$ cat src/rtl/dma4_pkg.sv
package dma4_pkg;

  localparam int CTRL_EN_BIT   = 31;
  localparam int CTRL_BUSY_BIT = 30;
  localparam int CTRL_WID_LO   = 25;
  localparam int CTRL_DINC_BIT = 24;
  localparam int CTRL_SINC_BIT = 23;
  localparam int SLOTS_PER_CH  = 8;
  localparam int STATUS_OFF    = 'h20;

  typedef enum logic [2:0] {
    SLOT_CTRL   = 3'd0,
    SLOT_COUNT  = 3'd1,
    SLOT_SRC_HI = 3'd2,
    SLOT_SRC_LO = 3'd3,
    SLOT_DST_HI = 3'd4,
    SLOT_DST_LO = 3'd5,
    SLOT_SG_HI  = 3'd6,
    SLOT_SG_LO  = 3'd7
  } slot_e;

  typedef enum logic [1:0] {
    ST_IDLE  = 2'd0,
    ST_READ  = 2'd1,
    ST_WRITE = 2'd2
  } xferState_e;

  // strobes from the sequencer into the datapath
  typedef struct packed {
    logic load;     // copy the selected channel's setup into working registers
    logic capture;  // latch read data for the current element
    logic step;     // element written: advance addresses, decrement count
    logic finish;   // last element written: clear pending, set status
  } dmaStrobe_t;

endpackage

$ cat src/rtl/dma4_ctrl.sv
module dma4_ctrl
  import dma4_pkg::*;
#(
  parameter int NUM_CH  = 4,
  localparam int CHSEL_W = (NUM_CH > 1) ? $clog2(NUM_CH) : 1
) (
  input  logic               clk,
  input  logic               rstN,
  input  logic [NUM_CH-1:0]  pending,
  input  logic               lastElem,
  input  logic               memAck,
  output dmaStrobe_t         strb,
  output logic [CHSEL_W-1:0] selCh,
  output logic               memReq,
  output logic               memWe
);

  xferState_e          state;
  logic [CHSEL_W-1:0]  curCh;
  logic [CHSEL_W-1:0]  pick;

  // lowest-numbered pending channel wins
  always_comb begin
    pick = '0;
    for (int c = NUM_CH - 1; c >= 0; c--) begin
      if (pending[c]) pick = CHSEL_W'(c);
    end
  end

  assign memReq = (state != ST_IDLE);
  assign memWe  = (state == ST_WRITE);
  assign selCh  = (state == ST_IDLE) ? pick : curCh;

  always_comb begin
    strb         = '0;
    strb.load    = (state == ST_IDLE) && (pending != '0);
    strb.capture = (state == ST_READ) && memAck;
    strb.step    = (state == ST_WRITE) && memAck;
    strb.finish  = (state == ST_WRITE) && memAck && lastElem;
  end

  always_ff @(posedge clk) begin
    if (!rstN) begin
      state <= ST_IDLE;
      curCh <= '0;
    end else begin
      unique case (state)
        ST_IDLE: if (pending != '0) begin
          curCh <= pick;
          state <= ST_READ;
        end
        ST_READ:  if (memAck) state <= ST_WRITE;
        ST_WRITE: if (memAck) state <= lastElem ? ST_IDLE : ST_READ;
        default:  state <= ST_IDLE;
      endcase
    end
  end

  // an unanswered request keeps its kind and channel
  a_r6_req_held: assert property (@(posedge clk) disable iff (!rstN)
    (memReq && !memAck) |=> (memReq && $stable(memWe) && $stable(selCh)));

  // an acknowledged read is always followed by the matching write
  a_r6_read_then_write: assert property (@(posedge clk) disable iff (!rstN)
    (memReq && !memWe && memAck) |=> (memReq && memWe));

  // the granted channel is pending and no lower channel is
  a_r6_lowest_first: assert property (@(posedge clk) disable iff (!rstN)
    strb.load |-> (pending[selCh] &&
                   ((pending & ((NUM_CH'(1) << selCh) - NUM_CH'(1))) == '0)));

endmodule

$ cat src/rtl/dma4_datapath.sv
module dma4_datapath
  import dma4_pkg::*;
#(
  parameter int NUM_CH = 4,
  parameter int REG_AW = 8,
  parameter logic [REG_AW-1:0] BASE = 'h80,
  parameter int CNT_W  = 16,
  localparam int CHSEL_W = (NUM_CH > 1) ? $clog2(NUM_CH) : 1,
  localparam int CH_SPAN = NUM_CH * SLOTS_PER_CH
) (
  input  logic               clk,
  input  logic               rstN,
  input  logic               regWrEn,
  input  logic [REG_AW-1:0]  regAddr,
  input  logic [31:0]        regWrData,
  output logic [31:0]        regRdData,
  input  dmaStrobe_t         strb,
  input  logic [CHSEL_W-1:0] selCh,
  input  logic               isWrite,
  output logic [NUM_CH-1:0]  pending,
  output logic               lastElem,
  output logic [63:0]        memAddr,
  output logic [1:0]         memSize,
  output logic [63:0]        memWdata,
  input  logic [63:0]        memRdata
);

  logic [31:0] ctrlReg [NUM_CH];
  logic [31:0] cntReg  [NUM_CH];
  logic [63:0] srcReg  [NUM_CH];
  logic [63:0] dstReg  [NUM_CH];
  logic [63:0] sgReg   [NUM_CH];
  logic [NUM_CH-1:0] pendingR, statusR, startHit;

  logic [REG_AW-1:0]  off;
  logic               chanHit, statHit;
  logic [CHSEL_W-1:0] regCh;
  slot_e              slot;

  assign off     = regAddr - BASE;
  assign chanHit = (int'(off) < CH_SPAN);
  assign statHit = (int'(off) == STATUS_OFF);
  assign regCh   = off[3 +: CHSEL_W];
  assign slot    = slot_e'(off[2:0]);

  always_comb begin
    for (int c = 0; c < NUM_CH; c++) begin
      startHit[c] = regWrEn && chanHit && (regCh == CHSEL_W'(c)) &&
                    (slot == SLOT_CTRL) && regWrData[CTRL_EN_BIT] &&
                    (cntReg[c][CNT_W-1:0] != '0);
    end
  end

  always_ff @(posedge clk) begin
    if (!rstN) begin
      for (int c = 0; c < NUM_CH; c++) begin
        ctrlReg[c] <= '0;
        cntReg[c]  <= '0;
        srcReg[c]  <= '0;
        dstReg[c]  <= '0;
        sgReg[c]   <= '0;
      end
      pendingR <= '0;
      statusR  <= '0;
    end else begin
      for (int c = 0; c < NUM_CH; c++) begin
        if (regWrEn && chanHit && (regCh == CHSEL_W'(c))) begin
          unique case (slot)
            SLOT_CTRL: begin
              ctrlReg[c] <= regWrData;
              ctrlReg[c][CTRL_BUSY_BIT] <= 1'b0;
            end
            SLOT_COUNT:  cntReg[c]         <= regWrData;
            SLOT_SRC_HI: srcReg[c][63:32]  <= regWrData;
            SLOT_SRC_LO: srcReg[c][31:0]   <= regWrData;
            SLOT_DST_HI: dstReg[c][63:32]  <= regWrData;
            SLOT_DST_LO: dstReg[c][31:0]   <= regWrData;
            SLOT_SG_HI:  sgReg[c][63:32]   <= regWrData;
            SLOT_SG_LO:  sgReg[c][31:0]    <= regWrData;
            default: ;
          endcase
        end
        if (startHit[c])
          pendingR[c] <= 1'b1;
        else if (strb.finish && (selCh == CHSEL_W'(c)))
          pendingR[c] <= 1'b0;
        if (strb.finish && (selCh == CHSEL_W'(c)))
          statusR[c] <= 1'b1;
        else if (regWrEn && statHit && regWrData[c])
          statusR[c] <= 1'b0;
      end
    end
  end

  assign pending = pendingR;

  // working copy of the active channel
  logic [63:0]      curSrc, curDst, dataLatch, stepBytes;
  logic [CNT_W-1:0] remain;
  logic [1:0]       curW;
  logic             sInc, dInc;

  function automatic logic [63:0] laneMask(input logic [1:0] code);
    case (code)
      2'd0:    return 64'h0000_0000_0000_00FF;
      2'd1:    return 64'h0000_0000_0000_FFFF;
      2'd2:    return 64'h0000_0000_FFFF_FFFF;
      default: return '1;
    endcase
  endfunction

  assign stepBytes = 64'd1 << curW;

  always_ff @(posedge clk) begin
    if (!rstN) begin
      curSrc    <= '0;
      curDst    <= '0;
      dataLatch <= '0;
      remain    <= '0;
      curW      <= '0;
      sInc      <= 1'b0;
      dInc      <= 1'b0;
    end else begin
      if (strb.load) begin
        curSrc <= srcReg[selCh];
        curDst <= dstReg[selCh];
        remain <= cntReg[selCh][CNT_W-1:0];
        curW   <= ctrlReg[selCh][CTRL_WID_LO +: 2];
        sInc   <= ctrlReg[selCh][CTRL_SINC_BIT];
        dInc   <= ctrlReg[selCh][CTRL_DINC_BIT];
      end
      if (strb.capture) dataLatch <= memRdata & laneMask(curW);
      if (strb.step) begin
        if (sInc) curSrc <= curSrc + stepBytes;
        if (dInc) curDst <= curDst + stepBytes;
        remain <= remain - CNT_W'(1);
      end
    end
  end

  assign lastElem = (remain == CNT_W'(1));
  assign memAddr  = isWrite ? curDst : curSrc;
  assign memSize  = curW;
  assign memWdata = dataLatch;

  always_comb begin
    regRdData = '0;
    if (chanHit) begin
      unique case (slot)
        SLOT_CTRL: begin
          regRdData = ctrlReg[regCh];
          regRdData[CTRL_BUSY_BIT] = pendingR[regCh];
        end
        SLOT_COUNT:  regRdData = cntReg[regCh];
        SLOT_SRC_HI: regRdData = srcReg[regCh][63:32];
        SLOT_SRC_LO: regRdData = srcReg[regCh][31:0];
        SLOT_DST_HI: regRdData = dstReg[regCh][63:32];
        SLOT_DST_LO: regRdData = dstReg[regCh][31:0];
        SLOT_SG_HI:  regRdData = sgReg[regCh][63:32];
        SLOT_SG_LO:  regRdData = sgReg[regCh][31:0];
        default: ;
      endcase
    end else if (statHit) begin
      regRdData = 32'(statusR);
    end
  end

  // starting with a zero count leaves the pending set untouched
  a_r3_zero_count_idle: assert property (@(posedge clk) disable iff (!rstN)
    (regWrEn && chanHit && (slot == SLOT_CTRL) && regWrData[CTRL_EN_BIT] &&
     (cntReg[regCh][CNT_W-1:0] == '0) && !strb.finish) |=> $stable(pendingR));

  // written ones are gone from status unless a completion raced them
  a_r8_status_w1c: assert property (@(posedge clk) disable iff (!rstN)
    (regWrEn && statHit && !strb.finish) |=>
      ((statusR & $past(regWrData[NUM_CH-1:0])) == '0));

  // writes to unmapped offsets disturb neither status nor pending
  a_r10_unmapped_quiet: assert property (@(posedge clk) disable iff (!rstN)
    (regWrEn && !chanHit && !statHit && !strb.finish) |=>
      ($stable(statusR) && $stable(pendingR)));

endmodule

$ cat src/rtl/dma4_engine.sv
module dma4_engine
  import dma4_pkg::*;
#(
  parameter int NUM_CH = 4,
  parameter int REG_AW = 8,
  parameter logic [REG_AW-1:0] BASE = 'h80,
  parameter int CNT_W  = 16,
  localparam int CHSEL_W = (NUM_CH > 1) ? $clog2(NUM_CH) : 1
) (
  input  logic              clk,
  input  logic              rstN,
  input  logic              regWrEn,
  input  logic [REG_AW-1:0] regAddr,
  input  logic [31:0]       regWrData,
  output logic [31:0]       regRdData,
  output logic              memReq,
  output logic              memWe,
  output logic [63:0]       memAddr,
  output logic [1:0]        memSize,
  output logic [63:0]       memWdata,
  input  logic              memAck,
  input  logic [63:0]       memRdata
);

  dmaStrobe_t         strb;
  logic [CHSEL_W-1:0] selCh;
  logic [NUM_CH-1:0]  pending;
  logic               lastElem;

  dma4_ctrl #(.NUM_CH(NUM_CH)) ctrl_i (
    .clk(clk), .rstN(rstN), .pending(pending), .lastElem(lastElem),
    .memAck(memAck), .strb(strb), .selCh(selCh),
    .memReq(memReq), .memWe(memWe)
  );

  dma4_datapath #(.NUM_CH(NUM_CH), .REG_AW(REG_AW), .BASE(BASE), .CNT_W(CNT_W)) dp_i (
    .clk(clk), .rstN(rstN), .regWrEn(regWrEn), .regAddr(regAddr),
    .regWrData(regWrData), .regRdData(regRdData), .strb(strb), .selCh(selCh),
    .isWrite(memWe), .pending(pending), .lastElem(lastElem),
    .memAddr(memAddr), .memSize(memSize), .memWdata(memWdata), .memRdata(memRdata)
  );

endmodule

$ cat config.mk
export PLATFORM = sky130hd
export DESIGN_NAME = dma4_engine
export DESIGN_NICKNAME = d
export VERILOG_FILES = /design/src/rtl/dma4_pkg.sv /design/src/rtl/dma4_ctrl.sv /design/src/rtl/dma4_datapath.sv /design/src/rtl/dma4_engine.sv
export SDC_FILE = /design/constraint.sdc
export NUM_CORES = 2
export LEC_CHECK = 0
export BUFFER_PORTS_ARGS = -buffer_cell sky130_fd_sc_hd__buf_2
export CAP_MARGIN = 25
export CORE_MARGIN = 4
export CORE_UTILIZATION = 30
export DETAILED_ROUTE_END_ITERATION = 8
export HOLD_SLACK_MARGIN = 0.08
export PLACE_DENSITY_LB_ADDON = 0.25
export SYNTH_ARGS = -nofsm -noshare
export SYNTH_HDL_FRONTEND = slang
export SYNTH_SLANG_ARGS = --single-unit
$ cat constraint.sdc
create_clock -name clk -period 11.7 [get_ports clk]
set_clock_uncertainty 0.05 [all_clocks]
set_input_delay 0.585 -clock clk [delete_from_list [all_inputs] [get_ports clk]]
set_output_delay 0.585 -clock clk [all_outputs]
set_load 0.05 [all_outputs]
==> flow_metrics.env <==
export IMPL_cp_arrival_ps=4130
export IMPL_pwr_share_comb_pct=8.0
export IMPL_clkPwrFrac_pct=43.4
export IMPL_vdd_drop_max_mv=0.151
export IMPL_die_h_um=464
export IMPL_finalCritPeriodShare_pct=40.7
export IMPL_startpoint="regAddr[3]"
export IMPL_track_usage_pct=23.7
export IMPL_clock_latency_ps=820
export IMPL_dieWidth_um=464
export IMPL_synthFlopType="edfxtp_1"
export IMPL_reg2reg_to="dp_i.curDst[23]$_SDFF_PN0_"
export IMPL_layout_drive_gt1_share_pct=19.3
export IMPL_postSynthCellCount=5272
export IMPL_cpPeakStageDelay_ps=900
export IMPL_clkTransAtPathRegs_ps=60
export IMPL_vias_per_cell=5.65
export IMPL_place_congestion=0.936
export IMPL_initialDrtViolationCount=7031
export IMPL_synth_async_reset_ratio_pct=0
export IMPL_relSlewSlack_pct=24.3
export IMPL_overflow=0
export IMPL_cap_violations=0
export IMPL_post_synth_cell_area_avg_um2=11.9
export IMPL_port_buffers=271
export IMPL_synth_seq_area_share_pct=56.2
export IMPL_ios=272
export IMPL_tightest_slew_ps=1130
export IMPL_slowest_stage="buf_4"
export IMPL_grt_antenna_before_repair=26
export IMPL_die_area_um2=216000
export IMPL_cts_tree="built"
export IMPL_p_sw_share_pct=25.5
export IMPL_synth_nets=5388
export IMPL_worstSetupStartpointType="input port"
export IMPL_core_area_um2=207000
export IMPL_reg2reg_setup_slack_ps=7430
export IMPL_cts_resized=0
export IMPL_synth_edf_count=1020
export IMPL_fin_setup_tns_ps=0
export IMPL_ant_nets=0
export IMPL_num_vias=47000
export IMPL_synth_top_cell_area_share_pct=49.0
export IMPL_synth_seq_cells=1244
export IMPL_htreeDepth=4
export IMPL_worstPathCellList="buf_8 -> buf_4 -> mux4_2 -> o21ai_0 -> nand2_1 -> o21ai_0 -> a21oi_1 -> buf_2"
export IMPL_initial_core_util_pct=30.2
export IMPL_postCtsSetupBuffers=0
export IMPL_wl_per_cell_um=31.8
export IMPL_slew_violations=0
export IMPL_dp_slack_ps=6970
export IMPL_cts_buffers=147
export IMPL_dr_wl_met2_um=112000
export IMPL_rsz0062_at_grt="false"
export IMPL_dpl_cell_count=7976
export IMPL_crit_top_cell="o21ai_0"
export IMPL_routed_wl_um=264000
export IMPL_criticalPathCategory="input port to output port"
export IMPL_power_switching_mw=2.65
export IMPL_reg2reg_from="ctrl_i.state[0]$_SDFFE_PN0P_"
export IMPL_end_kind="output port"
export IMPL_grt_pass1_vias=43900
export IMPL_syn2layout_area_growth_pct=16.0
export IMPL_p_seq_share_pct=48.6
export IMPL_synth_top_cell_by_area="edfxtp_1"
export IMPL_finalHoldViolCount=0
export IMPL_path_max_fanout=56
export IMPL_worstRegToRegCells=8
export IMPL_intPower_mw=7.74
export IMPL_crit_path_end="regRdData[29]"
export IMPL_power_density_nw_per_um2=143
export IMPL_yosysWarnings=0
export IMPL_synthTopCellsByCount="and2_1 (1029), edfxtp_1 (1020), nand2_1 (635)"
export IMPL_dp_hpwl_um=174000
export IMPL_cts_hold_buf=65
export IMPL_ys_types=79
export IMPL_placementRows=167
export IMPL_finalSetupViolCount=0
export IMPL_cts_root_buf="clkbuf_16"
export IMPL_worstHoldPathType="input port to register"
export IMPL_cts_sinks=1244
export IMPL_required_ps=11070
export IMPL_grt_pass1_wl_um=364000
export IMPL_top_layer_used="met5"
export IMPL_grt_start_max_net_pins=131
export IMPL_num_fill_cells=20100
export IMPL_yosysMostFrequentCell="and2_1"
export IMPL_power_mw=10.4
export IMPL_wirelength_met1_um=114000
export IMPL_leakagePower_nw=25.1
export IMPL_ys_top_cells_by_area="edfxtp_1 (49%), mux4_2 (11%), and2_1 (10%)"
export IMPL_fin_ws_ps=6940
export IMPL_syn_area_um2=62500
export IMPL_layout_cells_non_filler=8313
export IMPL_wl_met3_um=29600
export IMPL_route_detailed_drc=0
export IMPL_period_minus_slack_ps=4760
export IMPL_cts_buffer_depth=3
export IMPL_firstDrtPassIters=8
export IMPL_num_nets_final=5519
export IMPL_status="finished clean"
export IMPL_fmax_ghz=0.210
## sequential cells by signal (all words and copies together) (netlist names), 2 cells and up
| name | cells |
|---|---|
| dp_i.pending | 4 |
| dp_i.statusR | 4 |
| dp_i.curSrc | 64 |
| ctrl_i.state | 2 |
| dp_i.cntReg | 128 |
| ctrl_i.curCh | 2 |
| dp_i.dstReg | 256 |
| dp_i.srcReg | 256 |
| dp_i.ctrlReg | 124 |
| dp_i.curDst | 64 |
| dp_i.remain | 16 |
| dp_i.memWdata | 64 |
| dp_i.sgReg | 256 |
| dp_i.memSize | 2 |
## logic make-up (layout without fill, tap and decap cells)
kind of cell | count (synthesis) | count (layout) | share of synthesized area, %
and+or+nand+nor | 2402 | 2402 | 20.4
DFF | 1244 | 1244 | 56.2
AOI/OAI and AO/OA | 650 | 650 | 6.73
buffers and inverters | 506 | 755 | 3.21
muxes | 411 | 411 | 12.6
xor gates and xnor gates | 51 | 51 | 0.715
adders and majority gates | 8 | 8 | 0.160
other | 0 | 4 | 0
## per-stage QoR
step	hold slack [ps]	cell area, µm²	utilization [%]
5_1_grt	153	72500	35.0
3_3_place_gp	386	67100	32.4
6_report	160	72500	35.0
3_5_place_dp	391	67100	32.4
2_1_floorplan	387	62500	-
4_1_cts	95.3	72500	35.0
## power by group through the flow
| stage | Sequential (mW) | Clock [mW] | Combinational (mW) |
|---|---|---|---|
| 2_1_floorplan | 5.12 | 0 | 0.414 |
| 3_3_place_gp | 5.14 | 0 | 0.799 |
| 3_5_place_dp | 5.14 | 0 | 0.796 |
| 4_1_cts | 5.05 | 4.57 | 0.816 |
| 5_1_grt | 5.07 | 4.75 | 0.848 |
| 6_report | 5.05 | 4.51 | 0.831 |
## area by class of cell
cell class | instances | area, µm² | area share (%)
timing repair buffer | 469 | 3120 | 4.30
inverter | 19 | 73.8 | 0.102
tap | 2788 | 3490 | 4.81
antenna | 4 | 10.0 | 0.0138
sequential | 1244 | 35100 | 48.4
clock buffer | 189 | 3990 | 5.50
multi-input combinational | 3522 | 26000 | 35.9
clock inverter | 78 | 693 | 0.956
## worst max-delay path, delay by kind of cell
family | cells | cell delay (ps)
compound gates | 3 | 1040
buf+inv | 3 | 1630
mux | 1 | 590
simple gates | 1 | 90
## layer usage
metal / up-vias / GRT usage, %
li1: 19700 / -
met1: 24200 / 34.2
met2: 2726 / 34.4
met3: 379 / 7.04
met4: 4 / 6.66
met5: - / 0
## cell usage in the layout (no fill, tap or decap), drive strengths merged, types with 18 or more instances in the layout
master / Yosys / final
o21ai: 139 / 139
o311ai: 20 / 20
nand4: 54 / 54
clkinv: 2 / 74
clkbuf: 387 / 190
xnor2: 25 / 25
and3: 31 / 31
a22oi: 27 / 27
nand2: 635 / 635
nor4: 39 / 39
edfxtp: 1020 / 1020
inv: 17 / 19
dlygate4sd3: 0 / 65
dfxtp: 224 / 224
or3: 21 / 21
a211oi: 23 / 23
nor3: 47 / 47
nand3: 316 / 316
nor2: 161 / 161
a31oi: 43 / 43
mux2i: 50 / 50
mux4: 294 / 294
xor2: 26 / 26
and2: 1029 / 1029
o2111ai: 36 / 36
buf: 100 / 403
mux2: 67 / 67
a21oi: 204 / 204
a221oi: 19 / 19
o22ai: 18 / 18
## worst min path at each step
stage / startpoint / endpoint / slack, ps / cells after the start
final: regWrEn / dp_i.statusR[1]$_SDFFE_PN0P_ / 160 / 4
after global routing: regWrEn / dp_i.statusR[1]$_SDFFE_PN0P_ / 150 / 4
after CTS: regWrEn / dp_i.statusR[1]$_SDFFE_PN0P_ / 100 / 4
after detailed placement: dp_i.memWdata[11]$_SDFFE_PN0P_ / dp_i.memWdata[11]$_SDFFE_PN0P_ / 390 / 2
after global placement: dp_i.memWdata[44]$_SDFFE_PN0P_ / dp_i.memWdata[44]$_SDFFE_PN0P_ / 390 / 2
after floorplan: ctrl_i.curCh[0]$_SDFFE_PN0P_ / ctrl_i.curCh[0]$_SDFFE_PN0P_ / 390 / 2
Power figures use the tool's default switching activity.
